**src/rtl/scan_base_gen.sv**
```systemverilog
module scan_base_gen #(
  parameter int EXT_W  = 4,
  parameter int LINE_W = 11
) (
  input  logic                clk,
  input  logic                rst_n,
  input  logic                reg_wr,
  input  logic [2:0]          reg_sel,
  input  logic [7:0]          reg_wdata,
  input  logic                frame_start,
  input  logic                line_start,
  input  logic [1:0]          depth,
  output logic [18+EXT_W-1:0] line_base,
  output logic [1:0]          pan
);
  localparam int ADDR_W = 18 + EXT_W;
  localparam int WORD_W = ADDR_W - 2;

  logic [7:0]        start_lo, start_hi;
  logic [EXT_W-1:0]  start_ext;
  logic [1:0]        start_byte;
  logic [15:0]       pitch;
  logic [15:0]       lcmp_raw;
  logic [LINE_W-1:0] lcmp_val;
  logic [LINE_W-1:0] line_cnt;
  logic [LINE_W-1:0] next_cnt;
  logic [WORD_W-1:0] start_word;
  logic [ADDR_W-1:0] stride;
  logic [1:0]        pan_calc;

  assign start_word = {start_ext, start_hi, start_lo};
  assign stride     = ADDR_W'({pitch, 3'b000});
  assign lcmp_val   = lcmp_raw[LINE_W-1:0];
  assign next_cnt   = line_cnt + 1'b1;

  always_comb begin
    case (depth)
      2'd0:    pan_calc = start_byte;
      2'd1,
      2'd2:    pan_calc = {1'b0, start_byte[1]};
      default: pan_calc = 2'(3'd4 - {1'b0, start_byte});
    endcase
  end

  always_ff @(posedge clk or negedge rst_n) begin
    if (!rst_n) begin
      start_lo   <= '0;
      start_hi   <= '0;
      start_ext  <= '0;
      start_byte <= '0;
      pitch      <= '0;
      lcmp_raw   <= '0;
    end else if (reg_wr) begin
      case (reg_sel)
        3'd0: start_lo        <= reg_wdata;
        3'd1: start_hi        <= reg_wdata;
        3'd2: start_ext       <= reg_wdata[EXT_W-1:0];
        3'd3: pitch[7:0]      <= reg_wdata;
        3'd4: pitch[15:8]     <= reg_wdata;
        3'd5: lcmp_raw[7:0]   <= reg_wdata;
        3'd6: lcmp_raw[15:8]  <= reg_wdata;
        default: start_byte   <= reg_wdata[1:0];
      endcase
    end
  end

  always_ff @(posedge clk or negedge rst_n) begin
    if (!rst_n) begin
      line_base <= '0;
      pan       <= '0;
      line_cnt  <= '0;
    end else if (frame_start) begin
      line_base <= {start_word, 2'b00};
      pan       <= pan_calc;
      line_cnt  <= '0;
    end else if (line_start) begin
      line_cnt  <= next_cnt;
      line_base <= (next_cnt == lcmp_val) ? '0 : line_base + stride;
    end
  end
endmodule


```
**config.mk**
```make
export PLATFORM = sky130hd
export DESIGN_NAME = scan_base_gen
export DESIGN_NICKNAME = d
export VERILOG_FILES = /design/src/rtl/scan_base_gen.sv
export SDC_FILE = /design/constraint.sdc
export NUM_CORES = 1
export LEC_CHECK = 0
export ABC_AREA = 1
export BUFFER_PORTS_ARGS = -buffer_cell sky130_fd_sc_hd__buf_2
export CAP_MARGIN = 20
export CORE_MARGIN = 2
export CORE_UTILIZATION = 54
export DETAILED_ROUTE_END_ITERATION = 7
export PLACE_DENSITY_LB_ADDON = 0.15
export SLEW_MARGIN = 20
export SYNTH_ARGS = -nofsm -noshare
export SYNTH_HDL_FRONTEND = slang
export SYNTH_SLANG_ARGS = --single-unit
```
**constraint.sdc**
```tcl
create_clock -name clk -period 2 [get_ports clk]
set_input_delay 0.1 -clock clk [delete_from_list [all_inputs] [get_ports clk]]
set_output_delay 0.1 -clock clk [all_outputs]
set_load 0.05 [all_outputs]
```
Word level (Yosys, flattened, before mapping). Index checks and enable logic that the tools add are counted.

Add/subtract/negate cells: 3. Multipliers: 0. Divide/modulo/power cells: 0. Magnitude comparators: 0. Equality and inequality tests: 9. Shift-type cells: 0. Multiplexer cells: 6. Bitwise logic cells: 1. Reduce and logical (&&, ||, !) cells: 13.

Operators with widths (count): 22-bit two-way mux (3); 22-bit by 19-bit adder with 22-bit output (1); 11-bit two-way mux (2); 2-bit AND reduction (8); 11-bit by 1-bit adder with 11-bit output (second input constant) (1); 11-bit equality test (1); 3-bit equality test (second input constant) (3); 7-bit OR reduction (1); 3-bit by 2-bit equality test with 1-bit output (second input constant) (2); 2-bit one-hot mux with 2 select lines (1); 3-bit by 1-bit equality test with 1-bit output (second input constant) (1); 3-bit zero test (1); 2-bit by 1-bit equality test with 1-bit output (second input constant) (1); 2-bit equality test (second input constant) (1); 2-bit zero test (1); 2-bit nonzero test (1); 2-bit OR reduction (1); 1-bit by 2-bit subtractor with 2-bit output (first input constant) (1); 1-bit NOT (1).

Register bits after elaboration: 84. Latch bits: 0. RAM bits: 0. Memory bits (read-only): 0. Input bits: 18. Output and inout bits: 24. Word-level logic and storage cells: 43. Memories: 0.

Logic depth before layout (Yosys ltp). Gate-level depths: netlist of run 1.

Depth in word-level cells: 5. Gate-level depth with buffers: 15. Gate-level depth less buffers: 14.

Least setup slack after synthesis of run 1. Ideal clock, no wire load.

Path type: register to register. Start: reg line_base[3]. End: reg line_base[15]. Library setup time: 0.122 ns. Arrival time: 2.077 ns. Required time: 1.878 ns. Path slack: -0.199 ns. Stages on the path, launching flop included: 15. Path buffers: 0. Period minus slack after synthesis: 2.199 ns. Cells stage by stage: dfrtp_1 -> ha_1 -> fa_1 -> nand2_1 -> inv_1 -> nand2_1 -> nand3_1 -> nand2_1 -> nand2_1 -> nand2_1 -> nand2_1 -> xnor2_1 -> inv_1 -> nand3_2 -> nand2_1.

Cells in the longest elaborated chain, start to end: 4.

Ends and longest elaborated chain: from (decl) (RTL line 13) `output logic [18+EXT_W-1:0] line_base,`; from (signal assigned) (RTL line 73) `line_base <= {start_word, 2'b00};`; from (signal assigned) (RTL line 78) `line_base <= (next_cnt == lcmp_val) ? '0 : line_base + stride;`; 22-bit by 19-bit adder with 22-bit output (RTL line 78); 22-bit two-way mux (RTL line 78); 22-bit two-way mux (RTL line 76) `end else if (line_start) begin`; 22-bit two-way mux (RTL line 72) `end else if (frame_start) begin`.

No other way between the ends. The select of a mux whose other input is x is not followed. A chain may end at the register's enable or synchronous reset.

Final worst setup path of run 1.
Start: reg pitch[0]. End: reg line_base[15].

Cells in the longest elaborated chain, start to end: 4.

Ends and longest elaborated chain: from (decl) (RTL line 22) `logic [15:0] pitch;`; from (signal assigned) (RTL line 58) `3'd3: pitch[7:0] <= reg_wdata;`; 22-bit by 19-bit adder with 22-bit output (RTL line 78); 22-bit two-way mux (RTL line 78); 22-bit two-way mux (RTL line 76); 22-bit two-way mux (RTL line 72).

No other way between the ends. The select of a mux whose other input is x is not followed.

==> impl_results.md, run 1 <==
- Status: completed
- CTS Buffer Depth: 2
- Post-DR wirelength/cell: 16.6 um
- Worst Tran Pin Value: 0.598 ns
- Yosys warning total: 0
- Cell Rows: 34
- DRC Markers: 0
- Final Skew: 0.0105 ns
- Achievable frequency: 504 MHz
- Setup CP Type: register to register
- Seq/Total Area, Yosys: 43.1%
- Comb power frac: 46.0%
- Final ANT Viol Nets: 0
- RSZ-0062 raised after global routing: yes
- Die area: 0.00959 sq mm
- First DRT Iteration DRCs: 320
- Register bit count reported by yosys: 82
- Initial DRT Pass Iterations: 5
- Relative slew slack: 60.0%
- Design Area, Final: 0.00571 sq mm
- Clock root cell: clkbuf_8
- GP Congestion: 0.875
- Htree depth: 3
- CTS tree: yes
- Horiz. Die Dim: 97.9 um
- Num CTS Buffers: 9
- Total grt overflow: 0
- EDFF count, synth: 0
- Share of cells above drive strength 1: 19.4%
- Placed Area: 0.00515 sq mm
- Hpwl dp: 9140 um
- Final min period: 1.98 ns
- Synth-to-layout area growth: 19.8%
- Synthesized cell area: 0.00476 sq mm
- Finish-stage setup viols: 0
- Via count: 4,550
- Reg clk slew, reported paths: 0.09 ns
- Internal: 3980 uW
- Setup crit start kind: register
- Hold Fails Final Rpt: 0
- Final WL: 13,500 um
- Diode count: 0
- CP required: 2.26 ns
- Initial antenna violation count: 0
- Leak pwr: 0.00294 uW
- WP data arrival: 2.24 ns
- Synth cell types: 34
- Tcrit/Tclk final: 99.2%
- Die height: 97.9 um
- Synth Area per Inst: 7.42 sq um
- Worst VDD drop: 0.000935 V
- Fillers: 731
- Vias per cell: 5.60
- Worst setup EP type: register
- Post-synth ARST share: 100%
- Syn Inst Count: 642
- Vias in the first global route: 4,275
- Global Route Usage Sum: 27.6%
- PD cells: 1250 mW/mm^2
- First-pass GRT wire length: 20,900 um
- WHS: 0.0773 ns
- Sequential share of power: 32.8%
- Pins Over Slew Limit: 0
- Clk_lat worst skew: 0.37 ns
- Clock sink total: 82
- Starting Density: 55.2%
- Core ar.: 0.00864 sq mm
- P_sw: 3180 uW
- Hold Crit Class: primary input to register
- Net Sw Frac: 44.4%
- Final #Nets: 739
- Clock power frac: 21.1%
- Max Cap Viol: 0
- Prevailing post-synth register cell: dfrtp_1
- Number of port buffers: 39
- I/O pins: 42
- Pwr Total: 7150 uW
- Largest net degree at the start of global routing: 37
- CP Max Fanout: 3
-- registers in the layout (all words and copies together) (netlist names) --
signal and count:
line_base 20, start_hi 8, pitch 16, line_cnt 11, lcmp_raw 11, pan 2
start_lo 8, start_byte 2, start_ext 4
-- critical path: stages (launching register included) --
cell and delay, ns:
dfrtp_1 0.42, ha_4 0.18, fa_2 0.37, nand2_2 0.08, inv_2 0.04, nand2_2 0.06, nand3_2 0.08, nand2_2 0.09
nand2_4 0.07, nand2_2 0.08, nand2_2 0.06, xnor2_2 0.15, inv_1 0.07, nand3_2 0.06, nand2_1 0.05
-- synth_stat cells, types with 2 or more instances --
cell type / number / area share (%)
o21ai_0: 61 / 6.4
clkinv_1: 2 / 0.16
nor2_1: 41 / 3.2
ha_1: 19 / 5.0
nand4_1: 8 / 1.1
nand3_1: 57 / 6.0
buf_4: 2 / 0.32
nand3_2: 4 / 0.84
nand2_1: 209 / 16
nand3b_1: 3 / 0.47
nand2_2: 3 / 0.39
a21oi_1: 14 / 1.5
nor2_2: 4 / 0.53
clkbuf_1: 12 / 0.95
nor3_1: 5 / 0.53
a22oi_1: 19 / 3.0
dfrtp_1: 82 / 43
xnor2_1: 2 / 0.37
xor2_1: 7 / 1.3
inv_1: 72 / 5.7
o22ai_1: 3 / 0.39
-- stage by stage --
stage	worst slack (ns)	std cells	setup TNS, ns	util (%)
finish	0.0170	813	0	66.1
global placement	-0.00266	787	-0.00266	59.7
global route	-0.0797	813	-0.553	66.1
CTS	0.0107	805	0	62.9
floorplan	0.0266	643	0	-
detailed placement	0.0377	787	0	59.7
-- what timing repair did --
action                                 in CTS  in global routing
gates resized for setup                     2                 54
hold buffers                                3                  0
setup endpoints to repair                   2                 19
endpoints found under the hold margin      36                  0
gates cloned                                0                  1
buffers inserted                            0                  7
pin swaps                                   0                 18
-- power groups by stage --
stage               sequential [uW]  clock [uW]  combinational, uW
floorplan                      2850           0               1610
global placement               2340           0               2860
detailed placement             2350           0               2890
CTS                            2320        1510               2920
global route                   2400        1580               3590
finish                         2350        1510               3290
-- cells in the final DEF (no fill, tap or decap), types with 6 or more instances in the layout --
cell type / synthesis / layout
xor2_1: 7 / 7
nand2_2: 3 / 11
ha_1: 19 / 11
nand3_1: 57 / 45
nand3_2: 4 / 16
clkbuf_8: 0 / 9
inv_2: 1 / 6
nand2_1: 209 / 196
buf_4: 2 / 19
a22oi_1: 19 / 19
o21ai_0: 61 / 61
buf_2: 0 / 38
nor2_1: 41 / 39
a21oi_1: 14 / 11
nand4_1: 8 / 8
nand2_4: 0 / 6
inv_1: 72 / 67
dfrtp_1: 82 / 80
-- worst paths after layout --
path | slack (ns) | endpoint | startpoint | cells past startpoint
setup reg to reg | 0.02 | line_base[15] | pitch[0] | 14
min in group asynchronous | 0.22 | lcmp_raw[1] | rst_n | 2
hold reg to reg | 0.50 | pan[1] | pan[1] | 2
max in group asynchronous | 1.15 | pitch[15] | rst_n | 3
hold / removal | 0.08 | line_base[16] | line_start | 3
setup / recovery | 0.02 | line_base[15] | pitch[0] | 14
-- metal layers --
| metal | wire length, um | up-vias | track usage [%] |
|---|---|---|---|
| met4 | 323 | 0 | 7.05 |
| met5 | 0 | - | 0 |
| met3 | 753 | 34 | 4.29 |
| met2 | 6610 | 148 | 47.3 |
| met1 | 5850 | 2174 | 36.8 |
| li1 | - | 2194 | - |
-- cell type report --
class	count	area [sq um]	share of cell area [%]
tap	108	135	2.37
sequential	82	2050	36.0
clock inverter	6	115	2.02
inverter	75	282	4.93
multi-input combinational	471	2610	45.6
clock buffer	9	124	2.17
timing repair buffer	62	394	6.90
-- cell families (layout without fill, tap and decap cells) --
logic type	after synthesis	count (layout)	share of synthesized area (%)
AND/OR/NAND/NOR	336	337	29.9
AO/OA/AOI/OAI	102	102	12.1
buffers and inverters	91	152	7.48
flip-flops	82	82	43.1
adder cells (fa/ha/maj)	20	20	5.41
XOR/XNOR	10	10	2.00
other	1	2	0.0787
No activity file was read; power rests on OpenSTA's default activity.
==> inputs of run 2 (changes only) <==
--- a/config.mk
+++ b/config.mk
@@ -9,9 +9,8 @@
 export BUFFER_PORTS_ARGS = -buffer_cell sky130_fd_sc_hd__buf_2
 export CAP_MARGIN = 20
 export CORE_MARGIN = 2
-export CORE_UTILIZATION = 54
+export CORE_UTILIZATION = 30
 export DETAILED_ROUTE_END_ITERATION = 7
-export PLACE_DENSITY_LB_ADDON = 0.15
 export SLEW_MARGIN = 20
 export SYNTH_ARGS = -nofsm -noshare
 export SYNTH_HDL_FRONTEND = slang
==> impl_results.md, run 2 (synthesis results as in run 1) <==
- Status: completed
- CTS tree: yes
- GP Congestion: 0.859
- Horiz. Die Dim: 130 um
- Clock sink total: 82
- Synth-to-layout area growth: 22.4%
- Total grt overflow: 0
- Htree depth: 3
- Reg clk slew, reported paths: 0.06 ns
- Hold Fails Final Rpt: 0
- Leak pwr: 0.00295 uW
- Final Skew: 0.00484 ns
- Via count: 4,365
- Initial DRT Pass Iterations: 5
- RSZ-0062 raised after global routing: yes
- Hold Crit Class: primary input to register
- Clk_lat worst skew: 0.35 ns
- Die height: 130 um
- Number of port buffers: 39
- I/O pins: 42
- CP startpoint: line_cnt[1]
- Achievable frequency: 516 MHz
- Critical path cell sequence: ha_4 > nand3_2 > inv_2 > nand2_1 > nand2_1 > nand2_1 > nand3_1 > nor2_1 > nand3_1 > nor2_4 > nand2_4 > nand3_1 > nand2_1
- WP data arrival: 2.17 ns
- Diode count: 0
- Num CTS Buffers: 9
- Final min period: 1.94 ns
- Final WL: 13,700 um
- Final #Nets: 738
- Worst VDD drop: 0.000493 V
- Post-DR wirelength/cell: 14.9 um
- Final ANT Viol Nets: 0
- Initial antenna violation count: 0
- First DRT Iteration DRCs: 364
- Vias in the first global route: 4,084
- Share of cells above drive strength 1: 18.2%
- CP required: 2.23 ns
- Hold Startpoint: reg_wdata[1]
- Pwr Total: 7210 uW
- Cell Rows: 46
- Fillers: 1,641
- Hpwl dp: 9710 um
- Setup CP Type: register to register
- Slowest stage cell, crit path: dfrtp_2
- Biggest register: line_base
- Starting Density: 30.3%
- Finished Layout Cells: 919
- Worst Tran Pin Value: 0.537 ns
- Dpl cells: 896
- Max Cap Viol: 0
- Worst reg2reg path startpoint: line_cnt[1]
- Global Route Usage Sum: 16.9%
- Max reg flops: 20
- Slowest Stage Delay on Critical Path: 0.44 ns
- Die area: 0.0169 sq mm
- Crit path top cell by count: nand2_1
- CTS Buffer Depth: 2
- First-pass GRT wire length: 21,600 um
- Relative slew slack: 64.1%
- CP Max Fanout: 7
- Finish-stage setup viols: 0
- Clock root cell: clkbuf_16
- Setup crit start kind: register
- WHS: 0.0106 ns
- Largest net degree at the start of global routing: 42
- DRC Markers: 0
- Fin util: 37.1%
- Vias per cell: 4.75
- Worst setup EP type: register
- PD cells: 1240 mW/mm^2
- Commonest non-fill, non-tap cell in the layout: nand2_1
- Most frequent cells in the layout: 198 x nand2_1, 80 x dfrtp_1, 69 x inv_1
- Tcrit/Tclk final: 96.9%
- Core ar.: 0.0157 sq mm
- Top flop regs: line_base: 20 flops, pitch: 16 flops
- Pins Over Slew Limit: 0
run 2: what timing repair did:
item | in CTS | in global routing
setup endpoints to repair | 1 | 19
endpoints found under the hold margin | 23 | 0
pin swaps | 0 | 19
gates cloned | 0 | 1
hold buffers | 2 | 0
resized for setup | 0 | 43
setup buffers | 0 | 6
run 2: report_power, final:
group	leakage (uW)	switching, uW	internal [uW]	total, uW
registers	0.00104	359	2020	2380
clock network	0.000137	682	928	1610
logic	0.00177	2090	1130	3220
run 2: layout make-up:
type,count,area (sq um),share of cell area [%]
clock buffer,12,267,4.57
tap,216,270,4.63
sequential,82,2050,35.2
multi-input combinational,471,2570,44.0
timing repair buffer,61,380,6.52
clock inverter,2,12.5,0.215
inverter,75,282,4.83
run 2: per-layer routing:
metal  track usage (%)  wire, um  share of wire [%]  up-vias
li1                  -         -                  -     2214
met1              22.9      6640                 48     2061
met2              27.5      6390                 47       79
met3              2.75       503                3.7       11
met4              5.88       171                1.2        0
met5                 0         0                  0        -
run 2: final timing paths:
| check | endpoint | slack (ns) | depth (start not counted) |
|---|---|---|---|
| max in group asynchronous | pitch[11] | 1.19 | 3 |
| hold / removal | start_byte[1] | 0.01 | 3 |
| setup reg to reg | line_base[4] | 0.06 | 13 |
| setup / recovery | line_base[4] | 0.06 | 13 |
| min in group asynchronous | line_cnt[5] | 0.22 | 2 |
| hold reg to reg | start_lo[2] | 0.49 | 2 |
run 2: worst max-delay path: cells and delay by family, from the launching register on:
kind / cells / cell delay (ns)
adders and majority gates: 1 / 0.19
buffers and inverters: 1 / 0.05
DFF: 1 / 0.44
and+or+nand+nor: 11 / 1.14
run 2: stage by stage:
step / TNS (ns) / setup WS (ns) / cell area, sq um
after global placement: 0 / 0.0248 / 5300
final: 0 / 0.0623 / 5830
after CTS: -0.00999 / -0.00999 / 5590
after detailed placement: 0 / 0.0132 / 5300
after global routing: -1.06 / -0.109 / 5830
after floorplan: 0 / 0.0266 / 4780
